--- config.mk ---
export PLATFORM = sky130hd
export DESIGN_NAME = pack_interleave
export DESIGN_NICKNAME = d
export VERILOG_FILES = /design/src/rtl/pack_interleave_pkg.sv /design/src/rtl/pi_half_select.sv /design/src/rtl/pi_interleave_core.sv /design/src/rtl/pi_out_stage.sv /design/src/rtl/pack_interleave.sv
export SDC_FILE = /design/constraint.sdc
export NUM_CORES = 1
export LEC_CHECK = 0
export BUFFER_PORTS_ARGS = -buffer_cell sky130_fd_sc_hd__buf_2
export CAP_MARGIN = 20
export CORE_MARGIN = 2
export CORE_UTILIZATION = 39
export DETAILED_ROUTE_END_ITERATION = 10
export PLACE_DENSITY = 0.73
export SYNTH_ARGS = -nofsm -noshare
export SYNTH_HDL_FRONTEND = slang
export SYNTH_SLANG_ARGS = --single-unit
--- constraint.sdc ---
create_clock -name clk -period 2.23 [get_ports clk]
set_clock_uncertainty 0.1 [all_clocks]
set_input_delay 0.669 -clock clk [delete_from_list [all_inputs] [get_ports clk]]
set_output_delay 0.669 -clock clk [all_outputs]
set_load 0.005 [all_outputs]
--- src/rtl/pack_interleave_pkg.sv ---
package pack_interleave_pkg;
  typedef enum logic [1:0] {
    SZ_BYTE = 2'b00,
    SZ_HALF = 2'b01,
    SZ_WORD = 2'b10,
    SZ_RSVD = 2'b11
  } elem_size_e;

  localparam int unsigned NUM_SIZES = 3;
endpackage

--- src/rtl/pi_half_select.sv ---
module pi_half_select #(
  parameter int unsigned DATA_W = 64,
  localparam int unsigned HALF_W = DATA_W / 2
) (
  input  logic [DATA_W-1:0] op_in,
  input  logic              sel_high,
  output logic [HALF_W-1:0] half_out
);
  always_comb begin
    if (sel_high) half_out = op_in[DATA_W-1:HALF_W];
    else          half_out = op_in[HALF_W-1:0];
  end
endmodule

--- src/rtl/pi_interleave_core.sv ---
module pi_interleave_core
  import pack_interleave_pkg::*;
#(
  parameter int unsigned DATA_W = 64,
  localparam int unsigned HALF_W = DATA_W / 2
) (
  input  logic [HALF_W-1:0] half_a,
  input  logic [HALF_W-1:0] half_b,
  input  elem_size_e        size_sel,
  output logic [DATA_W-1:0] mixed
);
  logic [NUM_SIZES-1:0][DATA_W-1:0] lane;

  for (genvar s = 0; s < NUM_SIZES; s++) begin : g_size
    localparam int unsigned EW = 8 << s;
    localparam int unsigned NE = HALF_W / EW;
    for (genvar i = 0; i < NE; i++) begin : g_elem
      assign lane[s][(2*i)*EW +: EW]   = half_a[i*EW +: EW];
      assign lane[s][(2*i+1)*EW +: EW] = half_b[i*EW +: EW];
    end
  end

  always_comb begin
    unique case (size_sel)
      SZ_BYTE: mixed = lane[0];
      SZ_HALF: mixed = lane[1];
      SZ_WORD: mixed = lane[2];
      default: mixed = '0;
    endcase
  end
endmodule

--- src/rtl/pi_out_stage.sv ---
module pi_out_stage #(
  parameter int unsigned DATA_W = 64
) (
  input  logic              clk,
  input  logic              rst_n,
  input  logic              vld_d,
  input  logic [DATA_W-1:0] res_d,
  input  logic              ill_d,
  output logic              vld_q,
  output logic [DATA_W-1:0] res_q,
  output logic              ill_q
);
  logic [DATA_W-1:0] res_nxt;
  logic              ill_nxt;

  always_comb begin
    res_nxt = res_q;
    ill_nxt = ill_q;
    if (vld_d) begin
      res_nxt = res_d;
      ill_nxt = ill_d;
    end
  end

  always_ff @(posedge clk or negedge rst_n) begin
    if (!rst_n) begin
      vld_q <= 1'b0;
      res_q <= '0;
      ill_q <= 1'b0;
    end else begin
      vld_q <= vld_d;
      res_q <= res_nxt;
      ill_q <= ill_nxt;
    end
  end
endmodule

--- src/rtl/pack_interleave.sv ---
module pack_interleave
  import pack_interleave_pkg::*;
#(
  parameter int unsigned DATA_W     = 64,
  parameter bit          REGISTERED = 1'b1
) (
  input  logic              clk,
  input  logic              rst_n,
  input  logic              in_valid,
  input  logic [DATA_W-1:0] first_op,
  input  logic [DATA_W-1:0] second_op,
  input  logic              sel_high,
  input  logic [1:0]        elem_size,
  output logic              out_valid,
  output logic [DATA_W-1:0] result,
  output logic              illegal
);
  localparam int unsigned HALF_W = DATA_W / 2;

  logic [HALF_W-1:0] kept_a;
  logic [HALF_W-1:0] kept_b;
  logic [DATA_W-1:0] core_res;
  logic              ill_d;
  elem_size_e        size_e;

  assign size_e = elem_size_e'(elem_size);
  assign ill_d  = (size_e == SZ_RSVD);

  pi_half_select #(.DATA_W(DATA_W)) i_sel_a (
    .op_in(first_op), .sel_high(sel_high), .half_out(kept_a)
  );
  pi_half_select #(.DATA_W(DATA_W)) i_sel_b (
    .op_in(second_op), .sel_high(sel_high), .half_out(kept_b)
  );

  pi_interleave_core #(.DATA_W(DATA_W)) i_core (
    .half_a(kept_a), .half_b(kept_b), .size_sel(size_e), .mixed(core_res)
  );

  if (REGISTERED) begin : g_reg
    pi_out_stage #(.DATA_W(DATA_W)) i_out (
      .clk(clk), .rst_n(rst_n),
      .vld_d(in_valid), .res_d(core_res), .ill_d(ill_d),
      .vld_q(out_valid), .res_q(result), .ill_q(illegal)
    );


    valid_follow_chk: assert property (@(posedge clk) disable iff (!rst_n)
      in_valid |=> out_valid);

    valid_drop_chk: assert property (@(posedge clk) disable iff (!rst_n)
      !in_valid |=> !out_valid);

    hold_chk: assert property (@(posedge clk) disable iff (!rst_n)
      !in_valid |=> ($stable(result) && $stable(illegal)));
  end else begin : g_comb
    assign out_valid = in_valid;
    assign result    = core_res;
    assign illegal   = ill_d;
  end


  illegal_zero_chk: assert property (@(posedge clk) disable iff (!rst_n)
    illegal |-> (result == '0));

  edge_elem_chk: assert property (@(posedge clk) disable iff (!rst_n)
    !ill_d |-> (core_res[7:0] == kept_a[7:0] &&
                core_res[DATA_W-1 -: 8] == kept_b[HALF_W-1 -: 8]));
endmodule

==> results of run 1 <==
worst paths after layout:
path	from	endpoint
max	sel_high	g_reg.i_out.res_q[16]
min reg2reg	g_reg.i_out.res_q[38]	g_reg.i_out.res_q[38]
max reg2reg	g_reg.i_out.res_q[27]	g_reg.i_out.res_q[27]
max in group asynchronous	rst_n	g_reg.i_out.res_q[5]
min	rst_n	g_reg.i_out.res_q[8]
min in group clk	g_reg.i_out.res_q[38]	g_reg.i_out.res_q[38]
layer usage:
layer  wire [um]  vias up
li1            -     1728
met1        4750     1784
met2        5860      121
met3         780       11
met4         101        0
met5           0        -
kinds of logic after synthesis:
family | count (synthesis)
AO/OA/AOI/OAI | 121
multiplexers | 88
flip-flops | 66
buffers and inverters | 53
AND/OR/NAND/NOR | 21
synthesized netlist by cell type, drive strengths merged:
master	count	area share (%)
nor2b	16	2.5
a21oi	15	1.9
mux2	8	2.3
clkbuf	17	1.6
o22a	32	7.1
nand2b	2	0.32
inv	16	1.5
mux4	16	9.1
buf	20	4.1
nand2	2	0.19
o21a	9	1.7
or2	1	0.16
dfrtp	66	42
o221ai	8	1.8
o21ai	32	4.0
mux2i	64	16
o22ai	25	3.9
metrics by stage:
| step | utilization, % | hold slack [ns] | std cells |
|---|---|---|---|
| final | 54.8 | 0.240 | 686 |
| after detailed placement | 52.7 | 0.365 | 670 |
| after global placement | 52.7 | 0.359 | 670 |
| after global routing | 54.8 | 0.268 | 686 |
| after CTS | 54.8 | 0.250 | 686 |
| after floorplan | - | 0.273 | 349 |
layout make-up:
type                       count  area (um^2)  share of cell area, %
multi-input combinational    230         2030                   37.7
sequential                    66         1650                   30.7
timing repair buffer         225         1270                   23.6
tap                          133          166                   3.09
clock buffer                  10          138                   2.56
clock inverter                 6         65.1                   1.21
inverter                      16         60.1                   1.12
registers in the layout, summed over array words and instances (netlist names):
register and cells:
g_reg.i_out.res_q 64, g_reg.i_out.vld_q 1, g_reg.i_out.ill_q 1
power groups by stage:
stage | registers (mW) | clock network, mW | logic [mW]
floorplan | 1.44 | 0 | 0.422
global placement | 1.43 | 0 | 0.822
detailed placement | 1.43 | 0 | 0.845
CTS | 1.41 | 1.07 | 0.847
global route | 1.42 | 1.11 | 0.920
finish | 1.41 | 1.04 | 0.836
==> impl_metrics.csv, run 1 <==
group,metric,value,unit
run_status,outcome,"finished, final reports clean",
timing,worst_pin_slew,0.373,ns
clock_network,ctsHoldBuffers,0,
global_route,antenna_found_initial,0,
worst_hold_path,hold_class,"in -> async",
synth,avgSynthCellArea,11.4,um^2
clock_network,clock_latency,0.33,ns
worst_setup_path,worstSetupPathDepth,5,
floorplanning,fp.dieH,105,um
synth,ys_ff_latch,66,
synth,yosys-mux-area-fraction,27.5,%
power,peakVddDrop,0.352,mV
power,leakagePower,2.69,nW
layout,area_delta_synth_final,35.7,%
worst_setup_path,ff2ff_setup_slack,1.37,ns
floorplanning,die-area,0.0110,mm^2
synth,postSynthCellCount,349,
layout,final_cell_mix,"buf_2, dfrtp_1, mux2i_1",
worst_setup_path,cp-start-kind,"input port",
clock_network,htreeDepth,3,
timing,fmax,0.573,GHz
global_route,grt_max_degree,67,
placed_design,dpl_cell_area,0.00518,mm^2
global_route,use_met1,25.6,%
synth,synth_top_family_by_area,"multiplexers",
synth,ys_types,22,
layout,fillCellCount,914,
route,wl_per_cell,16.8,um
layout,layout_commonest_cell,"buf_2",
floorplanning,row_count,36,
placed_design,dp_hpwl,8620,um
synth,synth_xor_area_share,0,%
layout,nNetsFinal,682,
route,drt_pass1_iterations,4,
route,wirelength,11500,um
clock_network,path_clk_slew,0.08,ns
floorplanning,num_io_pins,200,
worst_setup_path,cp_common_cell,"buf_4",
clock_network,cts_root_buf,"clkbuf_8",
synth,yosys_warnings,0,
worst_setup_path,end_kind,"flop",
worst_setup_path,required,2.35,ns
synth,yosys.area_share.adder,0,%
power,switching_share,28.9,%
route,drt_iter0_drc,107,
layout,finalInstanceArea,0.00538,mm^2
timing,setup_viol_count_final,0,
timing,fin_crit_sh,78.3,%
timing,drv_slew,0,
placed_design,gp_congestion,0.834,
global_route,met2_usage,36.4,%
timing,timing.final.ws_setup,0.484,ns
layout,layout-drive-gt1-share,48.1,%
worst_setup_path,crit_path_max_fanout,8,
global_route,grt_most_used_layer,"met2",
worst_setup_path,critical_path_class,"in -> reg",
global_route,use_met3,5.43,%
synth,yosysSeqAreaShare,41.7,%
worst_setup_path,worstPathArrival,1.87,ns
timing,period_minus_slack,1.75,ns
flow_run,cap_violations,0,
synth,synth-compound-area-share,20.4,%
clock_network,clock_sinks,66,
clock_network,cts_tree,"done",
floorplanning,die_x,105,um
worst_setup_path,path_cells,"buf_4 > buf_4 > mux4_2 > nor2b_1 > o22a_1",
route,drc_errors,0,
synth,synth_area,0.00397,mm^2
worst_setup_path,path_delay_family,"multiplexers",
power,pwr_density_cell,610,mW/mm^2
clock_network,cts_setup_buffers,0,
global_route,grt_pass1_wl,18600,um
placed_design,portBuffers,199,
route,vias_per_cell,5.31,
route,ant_nets,0,
timing,rsz0062_at_grt,"no",
clock_network,ctsLongestPathBuffers,2,
power,total_power,3.28,mW
worst_setup_path,crit_buf_inv,2,
worst_setup_path,slowest_stage,"mux4_2",
timing,finalSetupTns,0,ns
power,p_seq_share,42.9,%
floorplanning,start_util,40.4,%
global_route,grt_usage,20.9,%
floorplanning,core-area,0.00982,mm^2
power,clkPwrFrac,31.6,%
synth,synthSimpleGateAreaFrac,3.19,%
global_route,overflow,0,
power,power_frac_comb,25.5,%
power,p_switching,947,uW
synth,synth_fp_nets,483,
layout,antenna_cells,0,
global_route,grt_pass1_vias,3698,
clock_network,numCtsBuffers,9,
timing,slew_headroom,75.1,%
clock_network,cts_resized,0,
worst_setup_path,reg2reg_depth,1,
power,intPower,2.33,mW
timing,hold_violations,0,
placed_design,pre_cts_ws,0.138,ns
worst_setup_path,max_stage_delay,0.52,ns
route,vias,3644,
(Power assumes the default switching activity.)
==> run 2, diff against run 1 <==
PLACE_DENSITY = 0.76   (was 0.73)
clock period = 1.5 ns   (was 2.23 ns; I/O delays follow)
==> impl_metrics.csv, run 2 (synthesized netlist as in run 1, its figures left out) <==
group,metric,value,unit
timing,period_minus_slack,1.46,ns
worst_setup_path,required,1.62,ns
worst_setup_path,critical_path_class,"in -> reg",
clock_network,htreeDepth,3,
placed_design,gp_congestion,0.807,
floorplanning,start_util,40.4,%
floorplanning,num_io_pins,200,
worst_setup_path,path_cells,"buf_4 > buf_12 > mux4_2 > nor2b_1 > o22a_1",
placed_design,dpl_cell_area,0.00536,mm^2
timing,worst_pin_slew,0.362,ns
layout,top_register,"g_reg.i_out.res_q",
clock_network,numCtsBuffers,9,
placed_design,dp.cells,685,
timing,finalSetupTns,0,ns
worst_setup_path,worstPathArrival,1.57,ns
clock_network,cts_tree,"done",
clock_network,clock_sinks,66,
flow_run,cap_violations,0,
layout,finalInstanceArea,0.00561,mm^2
layout,final_cell_mix,"buf_2, dfrtp_1, mux2i_1",
global_route,grt_max_degree,67,
timing,rsz0062_at_grt,"no",
floorplanning,row_count,36,
route,wirelength,11700,um
route,vias_per_cell,5.39,
layout,fillCellCount,868,
layout,nNetsFinal,697,
route,drt_pass1_iterations,5,
layout,fin_util,57.2,%
layout,reg_top3,"g_reg.i_out.res_q x64, g_reg.i_out.ill_q x1, g_reg.i_out.vld_q x1",
clock_network,ctsHoldBuffers,0,
global_route,overflow,0,
timing,fmax,0.686,GHz
layout,layout_commonest_cell,"buf_2",
clock_network,cts_setup_buffers,0,
timing,drv_slew,0,
worst_setup_path,path_delay_family,"multiplexers",
route,vias,3781,
layout,antenna_cells,0,
layout,largest_reg_flops,64,
timing,hold_violations,0,
route,ant_nets,0,
worst_hold_path,hold_class,"in -> async",
power,total_power,5.27,mW
timing,fin_crit_sh,97.2,%
placed_design,portBuffers,199,
layout,finalNonFillerCells,701,
worst_setup_path,crit_path_max_fanout,21,
worst_setup_path,max_stage_delay,0.50,ns
placed_design,dp_hpwl,8890,um
worst_setup_path,ff2ff_setup_slack,0.64,ns
power,leakagePower,2.80,nW
route,wl_per_cell,16.7,um
global_route,grt_usage,21.4,%
worst_setup_path,crit_buf_inv,2,
global_route,antenna_found_initial,0,
route,drt_iter0_drc,128,
clock_network,cts_root_buf,"clkbuf_8",
timing,slew_headroom,75.8,%
route,drc_errors,0,
floorplanning,die-area,0.0110,mm^2
global_route,grt_pass1_wl,19000,um
power,pwr_density_cell,940,mW/mm^2
layout,area_delta_synth_final,41.6,%
layout,layout-drive-gt1-share,49.6,%
clock_network,clock_latency,0.34,ns
floorplanning,die_x,105,um
clock_network,path_clk_slew,0.08,ns
worst_setup_path,cp-start-kind,"input port",
power,peakVddDrop,0.678,mV
floorplanning,core-area,0.00982,mm^2
worst_setup_path,end_kind,"flop",
clock_network,ctsLongestPathBuffers,2,
run_status,outcome,"finished, final reports clean",
timing,setup_viol_count_final,0,
global_route,grt_pass1_vias,3887,
worst_setup_path,slowest_stage,"mux4_2",
floorplanning,fp.dieH,105,um
==> run 2: cell types whose count changed in the layout (fill, tap and decap cells not counted) <==
cell        delta
nand2b_4       +1
inv_6          -1
clkinv_2       -2
bufinv_16      +2
buf_12         +5
clkinvlp_4     +1
mux2i_1        -1
nand2b_2       -1
mux2i_2        +1
buf_4         +10
==> run 2: worst paths after layout <==
path / from / end / cells after the start
setup / recovery: sel_high / g_reg.i_out.res_q[18] / 5
hold / removal: rst_n / g_reg.i_out.res_q[9] / 2
max in group asynchronous: rst_n / g_reg.i_out.ill_q / 2
min in group clk: first_op[5] / g_reg.i_out.res_q[5] / 3
hold reg to reg: g_reg.i_out.res_q[34] / g_reg.i_out.res_q[34] / 1
setup reg to reg: g_reg.i_out.res_q[31] / g_reg.i_out.res_q[31] / 1
==> run 2: through the flow <==
step	hold slack, ns	setup slack [ns]
2_1_floorplan	0.0544	-0.168
3_3_place_gp	0.361	-0.281
3_5_place_dp	0.363	-0.318
4_1_cts	0.0210	0.0534
5_1_grt	0.0445	0.0161
6_report	0.0173	0.0420
==> run 2: timing repair <==
item	4_1_cts	5_1_grt
gates resized for setup	0	1
endpoints found under the hold margin	0	0
setup endpoints to repair	0	1
==> run 2: layout make-up <==
| type | count | area [um^2] | area share (%) |
|---|---|---|---|
| clock buffers | 10 | 138 | 2.45 |
| clock inverters | 6 | 114 | 2.03 |
| inverters | 16 | 60.1 | 1.07 |
| multi-input cells | 230 | 2040 | 36.3 |
| flip-flops and latches | 66 | 1650 | 29.4 |
| well taps | 133 | 166 | 2.96 |
| repair buffers | 240 | 1450 | 25.8 |
==> run 2: metal layers <==
metal	vias up	global-route usage (%)	share of wire, %
met3	25	5.18	7.6
met5	-	0	0
met2	185	36.4	50
li1	1759	-	-
met1	1812	26.2	40
met4	0	8.19	2.0
==> run 2: power breakdown <==
part / leakage [nW] / internal (mW) / switching, mW
clock: 0.119 / 1.15 / 0.720
sequential: 0.791 / 1.98 / 0.114
combinational: 1.89 / 0.719 / 0.585
